File: src/rtl/ad_pkg.sv
package ad_pkg;
   // encoding is {t2, t1}
   typedef enum logic [1:0] {
      MODE_RUN   = 2'b00,
      MODE_PTEST = 2'b01,
      MODE_FORCE = 2'b10,
      MODE_BAD   = 2'b11
   } ad_mode_e;

   function automatic ad_mode_e mode_of(input logic t1, input logic t2);
      return ad_mode_e'({t2, t1});
   endfunction
endpackage

File: src/rtl/ad_mode_decode.sv
module ad_mode_decode
   import ad_pkg::*;
(
   input  logic     t1_i,
   input  logic     t2_i,
   output ad_mode_e mode_o,
   output logic     gen_run_o,
   output logic     bad_o
);
   always_comb begin
      mode_o    = mode_of(t1_i, t2_i);
      gen_run_o = (mode_o == MODE_PTEST);
      bad_o     = (mode_o == MODE_BAD);
   end
endmodule

File: src/rtl/ad_walk_gen.sv
module ad_walk_gen #(
   parameter int N_STG = 4
) (
   input  logic               clk,
   input  logic               rst_n,
   input  logic               run_i,
   output logic [2*N_STG-1:0] pat_o
);
   localparam int          LEAD_W    = 2;
   localparam logic [LEAD_W-1:0] LEAD_DONE = 2'd2;
   localparam logic [N_STG-1:0]  SEED      = N_STG'(1);

   logic [LEAD_W-1:0] lead_q;
   logic [N_STG-1:0]  stg_q;
   logic              sel_q;

   always_ff @(posedge clk or negedge rst_n) begin
      if (!rst_n) begin
         lead_q <= '0;
         stg_q  <= '0;
         sel_q  <= 1'b0;
      end else if (!run_i) begin
         lead_q <= '0;
         stg_q  <= '0;
         sel_q  <= 1'b0;
      end else if (lead_q != LEAD_DONE) begin
         lead_q <= LEAD_W'(lead_q + 1'b1);
         sel_q  <= 1'b0;
         if (lead_q == LEAD_DONE - 1'b1)
            stg_q <= SEED;
      end else if (!sel_q) begin
         sel_q <= 1'b1;
      end else begin
         sel_q <= 1'b0;
         if (stg_q[N_STG-1]) begin
            lead_q <= '0;
            stg_q  <= '0;
         end else begin
            stg_q <= stg_q << 1;
         end
      end
   end

   for (genvar k = 0; k < N_STG; k++) begin : g_steer
      assign pat_o[2*k]   = stg_q[k] & ~sel_q;
      assign pat_o[2*k+1] = stg_q[k] &  sel_q;
   end
endmodule

File: src/rtl/ad_line_drive.sv
module ad_line_drive
   import ad_pkg::*;
#(
   parameter int N_IN = 4
) (
   input  logic              clk,
   input  logic              rst_n,
   input  ad_mode_e          mode_i,
   input  logic [N_IN-1:0]   din_i,
   input  logic [2*N_IN-1:0] pat_i,
   output logic [2*N_IN-1:0] bl_o
);
   for (genvar k = 0; k < N_IN; k++) begin : g_pair
      logic [1:0] pair_q;
      always_ff @(posedge clk or negedge rst_n) begin
         if (!rst_n)
            pair_q <= 2'b00;
         else begin
            case (mode_i)
               MODE_RUN:   pair_q <= {~din_i[k], din_i[k]};
               MODE_PTEST: pair_q <= pat_i[2*k+1 -: 2];
               default:    pair_q <= 2'b00;
            endcase
         end
      end
      assign bl_o[2*k+1 -: 2] = pair_q;
   end
endmodule

File: src/rtl/ad_input_decoder.sv
module ad_input_decoder
   import ad_pkg::*;
#(
   parameter int N_IN = 4,
   localparam int N_BL = 2 * N_IN
) (
   input  logic            clk,
   input  logic            rst_n,
   input  logic            t1_i,
   input  logic            t2_i,
   input  logic [N_IN-1:0] din_i,
   output logic [N_BL-1:0] bl_o,
   output logic            e1_o,
   output logic            illegal_o
);
   if (N_IN < 1) begin : g_bad_width
      $error("ad_input_decoder: N_IN must be at least 1");
   end

   ad_mode_e        mode;
   logic            gen_run;
   logic            bad;
   logic [N_BL-1:0] pat;
   logic            illegal_q;

   ad_mode_decode u_mode (
      .t1_i      (t1_i),
      .t2_i      (t2_i),
      .mode_o    (mode),
      .gen_run_o (gen_run),
      .bad_o     (bad)
   );

   ad_walk_gen #(.N_STG(N_IN)) u_gen (
      .clk   (clk),
      .rst_n (rst_n),
      .run_i (gen_run),
      .pat_o (pat)
   );

   ad_line_drive #(.N_IN(N_IN)) u_drive (
      .clk    (clk),
      .rst_n  (rst_n),
      .mode_i (mode),
      .din_i  (din_i),
      .pat_i  (pat),
      .bl_o   (bl_o)
   );

   always_ff @(posedge clk or negedge rst_n) begin
      if (!rst_n) illegal_q <= 1'b0;
      else        illegal_q <= bad;
   end

   assign illegal_o = illegal_q;
   assign e1_o      = ~|bl_o;
endmodule

File: config.mk
export PLATFORM = sky130hd
export DESIGN_NAME = ad_input_decoder
export DESIGN_NICKNAME = d
export VERILOG_FILES = /design/src/rtl/ad_pkg.sv /design/src/rtl/ad_mode_decode.sv /design/src/rtl/ad_walk_gen.sv /design/src/rtl/ad_line_drive.sv /design/src/rtl/ad_input_decoder.sv
export SDC_FILE = /design/constraint.sdc
export NUM_CORES = 1
export LEC_CHECK = 0
export BUFFER_PORTS_ARGS = -buffer_cell sky130_fd_sc_hd__buf_2
export CAP_MARGIN = 20
export CORE_MARGIN = 2
export CORE_UTILIZATION = 50
export DETAILED_ROUTE_END_ITERATION = 8
export MAX_ROUTING_LAYER = met4
export PLACE_DENSITY = 0.75
export SETUP_SLACK_MARGIN = 0.1
export SLEW_MARGIN = 40
export SYNTH_ARGS = -nofsm -noshare
export SYNTH_HDL_FRONTEND = slang
export SYNTH_HIERARCHICAL = 1
export SYNTH_SLANG_ARGS = --single-unit
File: constraint.sdc
create_clock -name clk -period 1.7 [get_ports clk]
set_input_delay 0.51 -clock clk [delete_from_list [all_inputs] [get_ports clk]]
set_output_delay 0.51 -clock clk [all_outputs]
set_load 0.1 [all_outputs]
==> flow_results.org <==
** Run status
- The flow ran to the end, but the final reports show violations.
- The final reports fail on negative setup slack.

** Synth
- The average instance in the mapped netlist occupies 10.6 µm².
- Yosys warning count :: 6
- The biggest area contributor in the post-synthesis netlist is dfrtp_1.
- Syn nets :: 87
- The synthesized design contains 16 register bits.
- The synthesized design devotes to its leading area cell type 47.6% of total area.
- Ranking of synthesized cells by instance count :: dfrtp_1 (16), nor2_1 (7), and2_2 (5), and2b_2 (5)
- Synth async-reset ratio :: 100%
- Among all flip-flop cells after synthesis, the most frequent one is dfrtp_1.
- Dominant cell by count in the synthesized netlist :: dfrtp_1
- Synth Instances :: 79
- Count of flip-flops with a built-in enable after synthesis :: 0
- For this run, the register share of the synthesized area comes to 47.6%.
- Ranking of synthesized cells by area :: dfrtp_1 (48%), and2b_2 (5.2%), mux2i_1 (4.8%), and2_2 (4.5%), buf_6 (4.0%)
- Post-synth design cell area :: 841 µm²
- In this run, distinct cell masters in the synthesized netlist total 27.

** Clock network
- CTS tree :: done
- Num Clock Sinks :: 16
- The clock passes through at most 2 buffers.
- Hold_buf cts :: 0
- Clock root cell :: clkbuf_4
- CTS clock-pin slew for the worst setup and hold paths :: 0.09 ns
- At the later pin of the worst-skew pair, clock insertion delay measures 0.28 ns.
- Postcts setup bufs :: 0
- Clock buffer count from CTS :: 3
- In this run the number of H-tree levels came out at 1.

** Placed design
- Buffers placed on the I/O ports in this run total 17.
- Total half-perimeter wirelength after legalization and detailed placement :: 1000 µm
- GPL Wtd Cong :: 0.692
- After detailed placement, the design holds a cell count of 106.
- Timing analysis after detailed placement gives a worst setup slack of -0.145 ns.

** STA
- Slew @ Worst Pin :: 0.485 ns
- The worst path uses 125% of the clock period.
- Final-report hold violation count :: 0
- In this run the tightest slew margin relative to its limit is 67.9%.
- Setup WS post-layout :: -0.420 ns
- The final number of max-transition violations is 0.
- Top achievable clock speed :: 0.472 GHz
- For the final database, setup skew stands at 0.000918 ns.
- After routing, the total negative slack on setup checks comes to -0.420 ns.
- After layout, the minimum clock period comes to 2.12 ns.
- Setup violations remaining at the end of the flow were counted as 1.
- Unrepaired setup endpoints after global routing :: true

** Route
- Initial drt markers :: 9
- The detail route stage leaves a number of antenna-violating nets equal to 0.
- Mean number of vias per cell :: 5.27
- Total vias in the final route :: 580
- Mean routed wirelength per cell :: 12.2 µm
- Detailed Route WL :: 1350 µm
- For this run, design rule violations remaining after detail routing come to 0.
- For this run, the detailed router's first-pass iteration total came to 4.

** Setup path
- Endpoint arrival time on the critical path :: 1.61 ns
- The worst setup path is captured at an output port.
- Worst Setup Path Type :: flop to output port
- Critical path fanouts, max :: 2
- Required time worst endpoint :: 1.19 ns
- Kind of start point of the critical path :: flop

** Die
- Cell Rows :: 14
- Effective utilization at floorplan :: 54.5%
- Number of ports placed on the die boundary :: 18
- Height of the die :: 45.0 µm
- The floorplan step set the die width to 45.0 µm.
- Floorplan die area :: 0.00203 mm²
- In this run the standard cell core region covers 0.00154 mm².

** Power
- IR analysis of the VDD net gives a maximum drop of 0.000469 V.
- Total Power :: 830 µW
- Dividing total power by cell area gives a power density of 837 mW/mm².
- The analysis attributes to cell leakage a power of 0.000462 µW.

** Global routing
- Global-route usage over all layers :: 16.8%
- GR Overflow Total :: 0
- Antenna violations before repair :: 0
- First-pass GRT wire length :: 2360 µm
- Vias in the first global route :: 575
- Entering global routing, the biggest net connects 17 pins.

** Final layout
- Area growth from synthesis to layout :: 18.0%
- Post-layout nets :: 103
- Count of inserted antenna diode cells :: 0
- The finished layout holds 110 standard cells, fillers aside.
- Layout Utilization :: 64.4%
- The post-route netlist has 50.0% of its cells at a drive strength greater than 1.

** Job
- Number of max-cap violations :: 0

** Worst hold path
- Worst Hold Class :: input port to asynchronous set/reset pin
sequential cells by signal, indices dropped and copies added (netlist names):
signal / cells
illegal_o: 1
u_drive/g_pair.pair_q: 8
u_gen/lead_q: 2
u_gen/sel_q: 1
u_gen/stg_q: 4
placed cells by master (no fill, tap or decap), types with 2 or more instances in the layout:
cell type	netlist	final
nor2_1	7	6
buf_2	0	10
clkbuf_4	0	7
dfrtp_2	0	5
and2_2	5	5
nor2b_1	3	3
and3_1	2	2
dfrtp_1	16	8
nor3b_1	3	3
nand2_1	3	3
nand2b_1	3	3
or2_2	2	2
dfrtp_4	0	3
a21oi_1	4	4
nand4b_1	2	2
or4_4	0	2
and2b_2	5	5
o21a_1	3	3
buf_4	2	2
mux2i_1	4	4
layer usage:
| layer | vias to the layer above | routed length [µm] | track usage, % |
|---|---|---|---|
| met5 | - | 0 | - |
| met2 | 11 | 663 | 27.4 |
| met1 | 269 | 622 | 19.2 |
| li1 | 298 | - | - |
| met4 | 0 | 9 | 10.6 |
| met3 | 2 | 53 | 2.40 |
cell type report:
type / instances / area, µm²
repair buffers: 17 / 115
fillers: 121 / 549
inverters: 1 / 3.75
flip-flops and latches: 16 / 418
clock buffers: 4 / 36.3
well taps: 16 / 20.0
multi-input cells: 56 / 399
critical path, cell delays in order (launching register included):
cell and delay [ns]:
dfrtp_4 0.48, or4_4 0.55, nor2_4 0.12, buf_12 0.18
final timing paths:
kind                                                   from                          end  slack [ns]  depth (start not counted)
worst max-delay path            u_drive/g_pair[3].pair_q[0]                         e1_o       -0.42                          3
worst min-delay path                                  rst_n                    illegal_o        0.12                          1
worst max register to register                  u_gen/sel_q  u_drive/g_pair[2].pair_q[0]        0.53                          3
worst min register to register              u_gen/lead_q[0]              u_gen/lead_q[0]        0.58                          1
max in group asynchronous                             rst_n  u_drive/g_pair[2].pair_q[1]        1.29                          1
min in group clk                                       t2_i  u_drive/g_pair[3].pair_q[1]        0.48                          2
stage by stage:
step / instance area (µm²) / hold slack, ns
finish: 992 / 0.119
global route: 992 / 0.137
CTS: 982 / 0.119
detailed placement: 941 / 0.437
global placement: 941 / 0.432
floorplan: 873 / 0.214
cell families after synthesis:
kind of cell    share of synthesized area [%]
compound gates                           9.08
buf+inv                                  6.69
flops                                    47.6
mux                                      4.76
simple gates                             31.8
where the power goes:
| group | internal, µW | switching, µW | total [µW] |
|---|---|---|---|
| sequential | 395 | 10.3 | 405 |
| combinational | 52.8 | 128 | 181 |
| clock | 130 | 114 | 244 |
| total | 578 | 252 | 830 |
what timing repair did:
action | CTS | global route
endpoints found under the setup margin | 4 | 6
resized for setup | 2 | 4
pin swaps | 2 | 0
hold endpoints to repair | 0 | 0
(Power assumes the default switching activity.)
